$ cat src/rtl/hostlink_ctl.sv
`timescale 1ns/1ps
module hostlink_ctl #(
  parameter int AW = 11,
  parameter int DW = 32
) (
  input  logic          clk,
  input  logic          rst_n,
  input  logic [AW-1:0] win_addr,
  input  logic [DW-1:0] win_wdata,
  input  logic          win_rd,
  input  logic          win_wr,
  output logic [DW-1:0] win_rdata,
  output logic          win_stall,
  input  logic [1:0]    reg_sel,
  input  logic          reg_wr,
  input  logic [AW-1:0] reg_wdata,
  output logic [31:0]   stat_word,
  output logic          lk_req,
  output logic [1:0]    lk_kind,
  output logic [AW-3:0] lk_addr,
  output logic [DW-1:0] lk_wdata,
  input  logic          lk_done,
  input  logic [DW-1:0] lk_rdata,
  output logic          irq
);
  localparam int WAW = AW - 2;

  typedef enum logic [3:0] {LK_IDLE = 4'd0, LK_RDW = 4'd1, LK_WRW = 4'd2,
                            LK_RDB = 4'd3, LK_WRB = 4'd4} lk_e;
  typedef enum logic [3:0] {DM_IDLE = 4'd0, DM_QUEUE = 4'd1, DM_RUN = 4'd2} dm_e;
  typedef enum logic [1:0] {RD_NONE, RD_WAIT, RD_FLY, RD_DONE} rd_e;

  lk_e            lk_q;
  dm_e            dm_q;
  rd_e            rd_q;
  logic           dm_dir_q;
  logic [WAW-1:0] dm_addr_q, rd_addr_q, req_addr_q;
  logic [DW-1:0]  req_wdata_q, rbuf_q;
  logic           irq_q, err_q;

  wire link_idle = (lk_q == LK_IDLE);
  wire rd_take   = win_rd && (rd_q == RD_NONE);
  wire start_rd  = link_idle && ((rd_q == RD_WAIT) || rd_take);
  wire start_dm  = link_idle && !start_rd && (dm_q == DM_QUEUE);
  wire wr_go     = win_wr && !win_rd && link_idle && (rd_q == RD_NONE) && (dm_q != DM_QUEUE);
  wire io_busy   = (lk_q == LK_WRW);
  wire dm_busy   = (dm_q != DM_IDLE) || io_busy;
  wire trig      = reg_wr && ((reg_sel == 2'd1) || (reg_sel == 2'd2));
  wire trig_bad  = trig && (dm_busy || (reg_wdata[1:0] != 2'b00));
  wire trig_ok   = trig && !trig_bad;
  wire fin       = lk_done && !link_idle;
  wire [WAW-1:0] rd_word = (rd_q == RD_WAIT) ? rd_addr_q : win_addr[AW-1:2];

  assign win_stall = (win_rd && (rd_q != RD_DONE)) || (win_wr && !win_rd && !wr_go);
  assign win_rdata = rbuf_q;
  assign lk_req    = !link_idle;
  assign lk_addr   = req_addr_q;
  assign lk_wdata  = req_wdata_q;
  assign irq       = irq_q;
  assign stat_word = {19'd0, irq_q, dm_q, lk_q, err_q, (rd_q != RD_NONE), io_busy, dm_busy};

  always_comb begin
    case (lk_q)
      LK_RDW:  lk_kind = 2'b11;
      LK_WRW:  lk_kind = 2'b10;
      LK_RDB:  lk_kind = 2'b01;
      default: lk_kind = 2'b00;
    endcase
  end

  always_ff @(posedge clk) begin
    if (!rst_n) begin
      lk_q        <= LK_IDLE;
      dm_q        <= DM_IDLE;
      rd_q        <= RD_NONE;
      dm_dir_q    <= 1'b0;
      dm_addr_q   <= '0;
      rd_addr_q   <= '0;
      req_addr_q  <= '0;
      req_wdata_q <= '0;
      rbuf_q      <= '0;
      irq_q       <= 1'b0;
      err_q       <= 1'b0;
    end else begin
      if (fin) lk_q <= LK_IDLE;

      if (start_rd) begin
        lk_q       <= LK_RDW;
        req_addr_q <= rd_word;
      end else if (start_dm) begin
        lk_q       <= dm_dir_q ? LK_WRB : LK_RDB;
        req_addr_q <= dm_addr_q;
        dm_q       <= DM_RUN;
      end else if (wr_go) begin
        lk_q        <= LK_WRW;
        req_addr_q  <= win_addr[AW-1:2];
        req_wdata_q <= win_wdata;
      end

      case (rd_q)
        RD_NONE: if (win_rd) begin
          rd_addr_q <= win_addr[AW-1:2];
          rd_q      <= start_rd ? RD_FLY : RD_WAIT;
        end
        RD_WAIT: if (start_rd) rd_q <= RD_FLY;
        RD_FLY:  if (fin) begin
          rd_q   <= RD_DONE;
          rbuf_q <= lk_rdata;
        end
        default: if (win_rd) rd_q <= RD_NONE;
      endcase

      if (trig_ok) begin
        dm_q      <= DM_QUEUE;
        dm_dir_q  <= (reg_sel == 2'd2);
        dm_addr_q <= reg_wdata[AW-1:2];
      end
      if (fin && ((lk_q == LK_RDB) || (lk_q == LK_WRB))) dm_q <= DM_IDLE;

      if (fin && (lk_q != LK_RDW)) irq_q <= 1'b1;
      else if (reg_wr && (reg_sel == 2'd0)) irq_q <= 1'b0;

      if (trig_bad || (wr_go && (win_addr[1:0] != 2'b00))) err_q <= 1'b1;
    end
  end
endmodule


$ cat config.mk
export PLATFORM = sky130hd
export DESIGN_NAME = hostlink_ctl
export DESIGN_NICKNAME = d
export VERILOG_FILES = /design/src/rtl/hostlink_ctl.sv
export SDC_FILE = /design/constraint.sdc
export NUM_CORES = 1
export LEC_CHECK = 0
export ABC_AREA = 1
export CAP_MARGIN = 5
export CORE_UTILIZATION = 42
export DETAILED_ROUTE_END_ITERATION = 10
export PLACE_DENSITY_LB_ADDON = 0.25
export SLEW_MARGIN = 10
export SYNTH_ARGS = -nofsm -noshare
export SYNTH_HDL_FRONTEND = slang
export SYNTH_SLANG_ARGS = --single-unit
$ cat constraint.sdc
create_clock -name clk -period 2 [get_ports clk]
set_input_delay 0.4 -clock clk [delete_from_list [all_inputs] [get_ports clk]]
set_output_delay 0.4 -clock clk [all_outputs]
set_load 0.01 [all_outputs]
# [Word-level counts from Yosys, hierarchy flattened]
# Cells that the tools add are included.
[op_classes] eq_ne=16 mux=21 bitwise_logic=3 n_reduce_logical=52
[op_table] cell="9-bit two-way mux" count=4
[op_table] cell="1-bit logical AND" count=18
[op_table] cell="4-bit two-way mux" count=3
[op_table] cell="2-bit case mux with 3 select lines" count=2
[op_table] cell="2-bit two-way mux" count=5
[op_table] cell="2-bit nonzero test" count=5
[op_table] cell="3-bit nonzero test" count=3
[op_table] cell="4-bit by 2-bit equality test with 1-bit output, second input constant" count=2
[op_table] cell="2-bit inequality test, second input constant" count=4
[op_table] cell="2-bit AND reduction" count=4
[op_table] cell="4-bit nonzero test" count=2
[op_table] cell="1-bit logical OR" count=7
[op_table] cell="2-bit by 1-bit equality test with 1-bit output, second input constant" count=3
[op_table] cell="1-bit two-way mux" count=6
[op_table] cell="1-bit zero test" count=5
[op_table] cell="2-bit equality test, second input constant" count=2
[op_table] cell="4-bit by 1-bit equality test with 1-bit output, second input constant" count=1
[op_table] cell="4-bit by 3-bit equality test with 1-bit output, second input constant" count=1
[op_table] cell="2-bit zero test" count=2
[op_table] cell="4-bit zero test" count=1
[op_table] cell="2-bit by 1-bit inequality test with 1-bit output, second input constant" count=2
[op_table] cell="4-bit by 1-bit inequality test with 1-bit output, second input constant" count=1
[op_table] cell="4-bit AND reduction" count=1
[op_table] cell="2-bit OR reduction" count=2
[op_table] cell="other kinds (4)" count=6
[totals] ff_bits=102 in_bits=94 output_inout_bits=110 word_cells=105

# [Depth between registers and ports, before layout]
# Gate-level depths: netlist (run 1).
[logic_depth] ltp_word=10 ltp_mapped=12

# [Worst setup path before layout (run 1)]
# No wires, ideal clock.
[synth_timing] path_kind="register to output" from="register rd_q[1]" to="output port win_stall" t_arrival_ps=1258 required_time_ps=1600 path_slack_ps=342 path_stages_with_launch=8 path_buffers=0 cell_sequence="dfxtp_1 -> inv_1 -> ha_1 -> inv_1 -> nor2_1 -> nand3_4 -> nand2_1 -> o21ai_0"
[synth_between] elab_chain_cells=6 word_cells_on_any_way=8 cone_classes="1 x eq/ne; 7 x reduce/logical"
[synth_lines] item="start: declaration" line_no="35" source="rd_e rd_q;"
[synth_lines] item="start signal: assignment" line_no="103" source="rd_q <= start_rd ? RD_FLY : RD_WAIT;"
[synth_lines] item="2-bit zero test" line_no="45" source="wire wr_go = win_wr && !win_rd && link_idle && (rd_q == RD_NONE) && (dm_q != DM_QUEUE);"
[synth_lines] item="1-bit logical AND (2 in a row)" line_no="45"
[synth_lines] item="1-bit zero test" line_no="54" source="assign win_stall = (win_rd && (rd_q != RD_DONE)) || (win_wr && !win_rd && !wr_go);"
[synth_lines] item="1-bit logical AND" line_no="54"
[synth_lines] item="1-bit logical OR *" line_no="54"
[synth_lines] item="end: declaration" line_no="13" source="output logic win_stall,"
# Mark *: on every way between the ends. The rest lies on a longest branch, timed or not.

# [Worst setup path after layout (run 1)]
[layout_timing] from="register rd_q[0]" to="output port win_stall"
# The elaborated chain is that of the path after synthesis.

==> key figures, run 1 <==
Placement
  – Setup WS pre-CTS: -0.3514 ns
  – Port-buffer cells: 181
  – HPWL after DPL: 8650 um
  – Placed Cells incl. Taps: 969
  – Global placer's final weighted congestion: 0.8447
  – Placed inst area: 0.006531 mm^2

CTS
  – Number of CTS-inserted buffers: 9
  – Setup Buffers After CTS: 0
  – Clk slew on worst S/H paths: 0.09 ns
  – TritonCTS Sinks: 101
  – Root Buffer: clkbuf_8
  – Worst-Skew Late Latency: 0.35 ns
  – Max clock buf depth: 2
  – H-tree depth: 3
  – CTS tree: yes

STA
  – Hold Fails Final Rpt: 0
  – # setup viols final: 0
  – Peak Freq: 0.5278 GHz
  – Clock skew: 0.01057 ns
  – Slew @ Worst Pin: 0.5789 ns
  – Setup ws final: 0.1054 ns
  – Crit share post-route: 94.73%
  – Unrepaired setup endpoints after global routing: no
  – Post-Route Setup TNS: 0 ns
  – Slew headroom: 61.27%
  – Max Slew Vio Count: 0
  – Fin crit period: 1.895 ns

Setup path
  – Crit Path Max Fanout: 3
  – Setup slack, reg-to-reg: 0.20 ns
  – FF-to-FF Start: rd_q[0]
  – CP required: 1.60 ns
  – Worst setup path endpoint: win_stall
  – WP data arrival: 1.49 ns
  – R2r worst-path depth: 12
  – Critical Path Source: rd_q[0]
  – Reg-to-reg endpoint: lk_wdata[22]
  – Startpoint Class: flop
  – WS Path Type: flop to output pin
  – Worst Setup End Kind: output pin

Outcome
  – Status: completed

Route
  – WL final: 11,860 um
  – Final ANT Viol Nets: 0
  – Vias: 4,557
  – Pre-Repair DR Iteration Count: 4
  – Via/cell ratio: 4.631
  – # DRC: 0
  – WL/cell: 12.05 um
  – Iter 0 DRT Violations: 329

Yosys
  – Largest cells by area after synthesis: dfxtp_1 44%, nand2_1 13%, nor2_1 7.7%, a21oi_1 6.4%, inv_1 6.3%
  – Post-synth top area share: 43.81%
  – Unique masters post-synth: 25
  – Cell taking the most area after synthesis: dfxtp_1
  – Synthesized instance count: 666
  – #FFs+latches synth: 101
  – Synthesized cell area: 0.004616 mm^2
  – Syn Area/Cell: 6.930 um^2
  – Register area share after synthesis: 43.81%
  – Synth Warn #: 0

Layout
  – Commonest cells after routing, fill and taps aside: 174 x clkdlybuf4s50_1, 160 x nand2_1, 98 x dfxtp_1
  – Layout area overhead: 45.27%
  – N_diodes: 0
  – Nets: 944
  – Most common cell after layout, fill and taps aside: clkdlybuf4s50_1
  – Design Area, Final: 0.006705 mm^2
  – Final std cells w/o fill: 984
  – Core Util, Final: 63.81%
  – Fillers: 914
  – Fraction of layout cells with a size suffix above 1: 7.547%

GRT
  – Initial antenna violation count: 0
  – Pin count of the biggest net entering global routing: 39
  – Vias in the first global route: 4,363
  – GR Overflow Total: 0
  – Global Route Usage Sum: 20.89%
  – First-pass GRT wire length: 19,380 um

Die
  – Core Rows: 37
  – Die height: 106.8 um
  – Starting Density: 43.92%
  – IO Count: 204
  – DIE AREA: 0.01141 mm^2
  – Die width: 106.8 um
  – CORE AREA: 0.01051 mm^2

Power and ir drop
  – Max IR drop VDD: 0.5596 mV
  – P_leak: 2.880 nW
  – PwrDens: 1027 mW/mm^2

Worst hold path
  – Worst hold path class: primary input to flop

Job
  – Max cap viols: 0
## where the power goes
group          internal, mW  total, mW  switching, mW
registers              2.37       2.56          0.181
logic                  1.49       3.19           1.70
clock network         0.451       1.14          0.688
## what timing repair did
| item | in CTS | in global routing |
|---|---|---|
| resized for setup | 9 | 12 |
| setup endpoints to repair | 6 | 7 |
| pin swaps | 0 | 2 |
| hold buffers | 0 | 0 |
| endpoints found under the hold margin | 0 | 0 |
## per-stage QoR
stage | hold slack (ns) | power, mW
2_1_floorplan | 0.4245 | 4.412
3_3_place_gp | 0.4331 | 5.710
3_5_place_dp | 0.4409 | 5.797
4_1_cts | 0.4038 | 6.948
5_1_grt | 0.4174 | 7.430
6_report | 0.4174 | 6.883
## area by class of cell
class,instances,area [um^2],share of cell area [%]
Timing Repair Buffer,207,2057,30.68
Sequential cell,101,2026,30.21
Multi-Input combinational cell,443,1979,29.52
Inverter,82,307.8,4.590
Tap cell,136,170.2,2.538
Clock buffer,10,127.6,1.903
Clock inverter,5,37.54,0.5598
## kinds of logic (layout without fill, tap and decap cells)
logic type | count (synthesis) | count (layout) | synth area share [%]
buf+inv | 143 | 304 | 15.29
simple gates | 303 | 303 | 26.89
fa+ha+maj | 6 | 6 | 1.626
compound gates | 112 | 112 | 12.31
other cells | 1 | 22 | 0.08124
flops | 101 | 101 | 43.81
## synthesized netlist by cell type (all sizes together)
library cell and count:
a21oi 59, o22ai 1, o21ai 51, dfxtp 101
clkbuf 16, inv 81, nand4 4, clkinv 1
a21boi 1, nor2 98, nand2 163, ha 6
nand3 38, buf 45, conb 1
## metal layers
metal  track usage (%)  up-vias  wire, um
li1                  -     2365         -
met1             23.82     2011      5068
met2             37.65      162      5838
met3             3.769       19       693
met4             9.589        0       259
met5                 0        -         0
## worst max-delay path, cell delays in order (launching register included)
cell and delay [ns]:
dfxtp_1 0.33, inv_2 0.07, ha_2 0.18, inv_1 0.06, nor2_2 0.13, nand3_4 0.07, nand2_1 0.07, o21ai_1 0.08
buf_2 0.15
## state kept, by name (all words and copies together) (netlist names)
register / count
dm_addr_q: 9
dm_dir_q: 1
dm_q: 2
err_q: 1
irq: 1
lk_addr: 9
lk_q: 3
lk_wdata: 32
rd_addr_q: 9
rd_q: 2
win_rdata: 32
## worst min path at each step
stage                             from           end  cells after the start
after detailed placement  dm_addr_q[2]  dm_addr_q[2]                      2
after global routing             rst_n       lk_q[0]                      3
final                            rst_n         err_q                      3
after floorplan           dm_addr_q[0]  dm_addr_q[0]                      2
after global placement    dm_addr_q[1]  dm_addr_q[1]                      2
after CTS                        rst_n           irq                      3
Note: power is estimated with default switching activity, not from simulation.
==> inputs of run 2 (changes only) <==
--- a/config.mk
+++ b/config.mk
@@ -6,7 +6,8 @@
 export NUM_CORES = 1
 export LEC_CHECK = 0
 export ABC_AREA = 1
-export CAP_MARGIN = 5
+export CAP_MARGIN = 20
+export CORE_MARGIN = 2
 export CORE_UTILIZATION = 42
 export DETAILED_ROUTE_END_ITERATION = 10
 export PLACE_DENSITY_LB_ADDON = 0.25
==> key figures, run 2 (synthesis results as in run 1) <==
Power and ir drop
  – Net Sw Power: 2.605 mW
  – Pwr Total: 7.114 mW
  – P_leak: 2.909 nW
  – Seq pwr share: 36.0%
  – Internal: 4.509 mW
  – Switching share of power: 36.61%
  – Combinational share of power: 45.1%
  – Max IR drop VDD: 0.6701 mV
  – Clk pwr share: 18.9%
  – PwrDens: 1050 mW/mm^2

Setup path
  – Worst stage delay on the critical path: 0.35 ns
  – Top cell family by delay on the critical path: flip-flops
  – Slowest cell on the critical path: dfxtp_2
  – WS Path Type: flop to output pin
  – Crit Path Max Fanout: 3
  – CP Cell Sequence: inv_2, ha_2, inv_1, nor2_2, nand3_4, nand2_1, o21ai_0, buf_2
  – Worst Setup End Kind: output pin
  – Startpoint Class: flop
  – CP required: 1.60 ns
  – WP data arrival: 1.49 ns
  – Worst path bufs/invs: 3

STA
  – Max Slew Vio Count: 0
  – Setup ws final: 0.1140 ns
  – Post-Route Setup TNS: 0 ns
  – Clock skew: 0.01402 ns
  – Unrepaired setup endpoints after global routing: no
  – Fin crit period: 1.886 ns
  – Crit share post-route: 94.30%
  – Hold Fails Final Rpt: 0
  – Worst hold margin: 0.4236 ns
  – # setup viols final: 0
  – Peak Freq: 0.5302 GHz

GRT
  – Pin count of the biggest net entering global routing: 38
  – Vias in the first global route: 4,365
  – Initial antenna violation count: 0
  – Global Route Usage Sum: 20.02%
  – First-pass GRT wire length: 19,180 um
  – GR Overflow Total: 0

Layout
  – N_diodes: 0
  – Nets: 945
  – Layout area overhead: 46.79%
  – Commonest cells after routing, fill and taps aside: 174 x clkdlybuf4s50_1, 160 x nand2_1, 98 x dfxtp_1
  – Most common cell after layout, fill and taps aside: clkdlybuf4s50_1
  – Final std cells w/o fill: 990
  – Fraction of layout cells with a size suffix above 1: 7.765%

Die
  – Die width: 108.8 um
  – Die height: 108.8 um
  – DIE AREA: 0.01184 mm^2
  – CORE AREA: 0.01079 mm^2
  – Starting Density: 42.77%
  – IO Count: 204
  – Core Rows: 38

CTS
  – H-tree depth: 3
  – Setup Buffers After CTS: 0
  – Worst-Skew Late Latency: 0.36 ns
  – Root Buffer: clkbuf_8
  – TritonCTS Sinks: 101
  – Number of CTS-inserted buffers: 9
  – CTS tree: yes
  – Clk slew on worst S/H paths: 0.10 ns
  – Max clock buf depth: 2

Placement
  – Port-buffer cells: 181
  – HPWL after DPL: 8840 um
  – Global placer's final weighted congestion: 0.7573
  – Setup WS pre-CTS: -0.3277 ns
  – Placed Cells incl. Taps: 974

Route
  – WL final: 12,130 um
  – Via/cell ratio: 4.663
  – # DRC: 0
  – WL/cell: 12.25 um
  – Vias: 4,616
  – Iter 0 DRT Violations: 293
  – Final ANT Viol Nets: 0
  – Pre-Repair DR Iteration Count: 4

Job
  – Max cap viols: 0

Worst hold path
  – Worst hold path class: primary input to flop

Outcome
  – Status: completed
## run 2: routing by layer
metal	wire length [um]	share of wire, %	vias up	global-route usage [%]
li1	-	-	2362	-
met3	811	6.7	12	4.423
met4	160	1.3	0	6.777
met5	0	0	-	0
met2	6007	50	159	36.07
met1	5146	42	2083	23.37
## run 2: final timing paths
check / slack (ns) / cells past startpoint / start / to
setup / recovery: 0.11 / 8 / rd_q[1] / win_stall
setup reg to reg: 0.24 / 12 / rd_q[1] / lk_wdata[4]
hold / removal: 0.42 / 3 / rst_n / win_rdata[26]
hold reg to reg: 0.46 / 2 / dm_addr_q[1] / dm_addr_q[1]
## run 2: metrics by stage
step                      utilization (%)  instance area, um^2
after floorplan                         -                 4695
final                               62.78                 6775
after global routing                62.78                 6775
after detailed placement            60.63                 6544
after CTS                           62.60                 6756
after global placement              60.63                 6544
## run 2: area by class of cell
class                           count  area, um^2
Sequential cell                   101        2026
Clock buffer                       12       155.1
Fill cell                         957        4018
Tap cell                          140       175.2
Timing Repair Buffer              208        2061
Inverter                           82       307.8
Multi-Input combinational cell    443        1996
Clock inverter                      4       55.05
## run 2: power groups by stage
| stage | clock network [mW] | registers [mW] | logic [mW] |
|---|---|---|---|
| final | 1.34 | 2.56 | 3.21 |
| after global routing | 1.47 | 2.60 | 3.56 |
| after CTS | 1.39 | 2.56 | 3.19 |
| after detailed placement | 0 | 2.60 | 3.20 |
| after global placement | 0 | 2.58 | 3.12 |
| after floorplan | 0 | 2.72 | 1.69 |
## run 2: worst min-delay path, stage by stage
cell	delay, ns
buf_2	0.12
clkinv_1	0.16
a21oi_1	0.06
## run 2: repair_timing
item / in CTS / in global routing
hold buffers: 0 / 0
pin swaps: 0 / 1
setup endpoints to repair: 6 / 36
resized for setup: 10 / 12
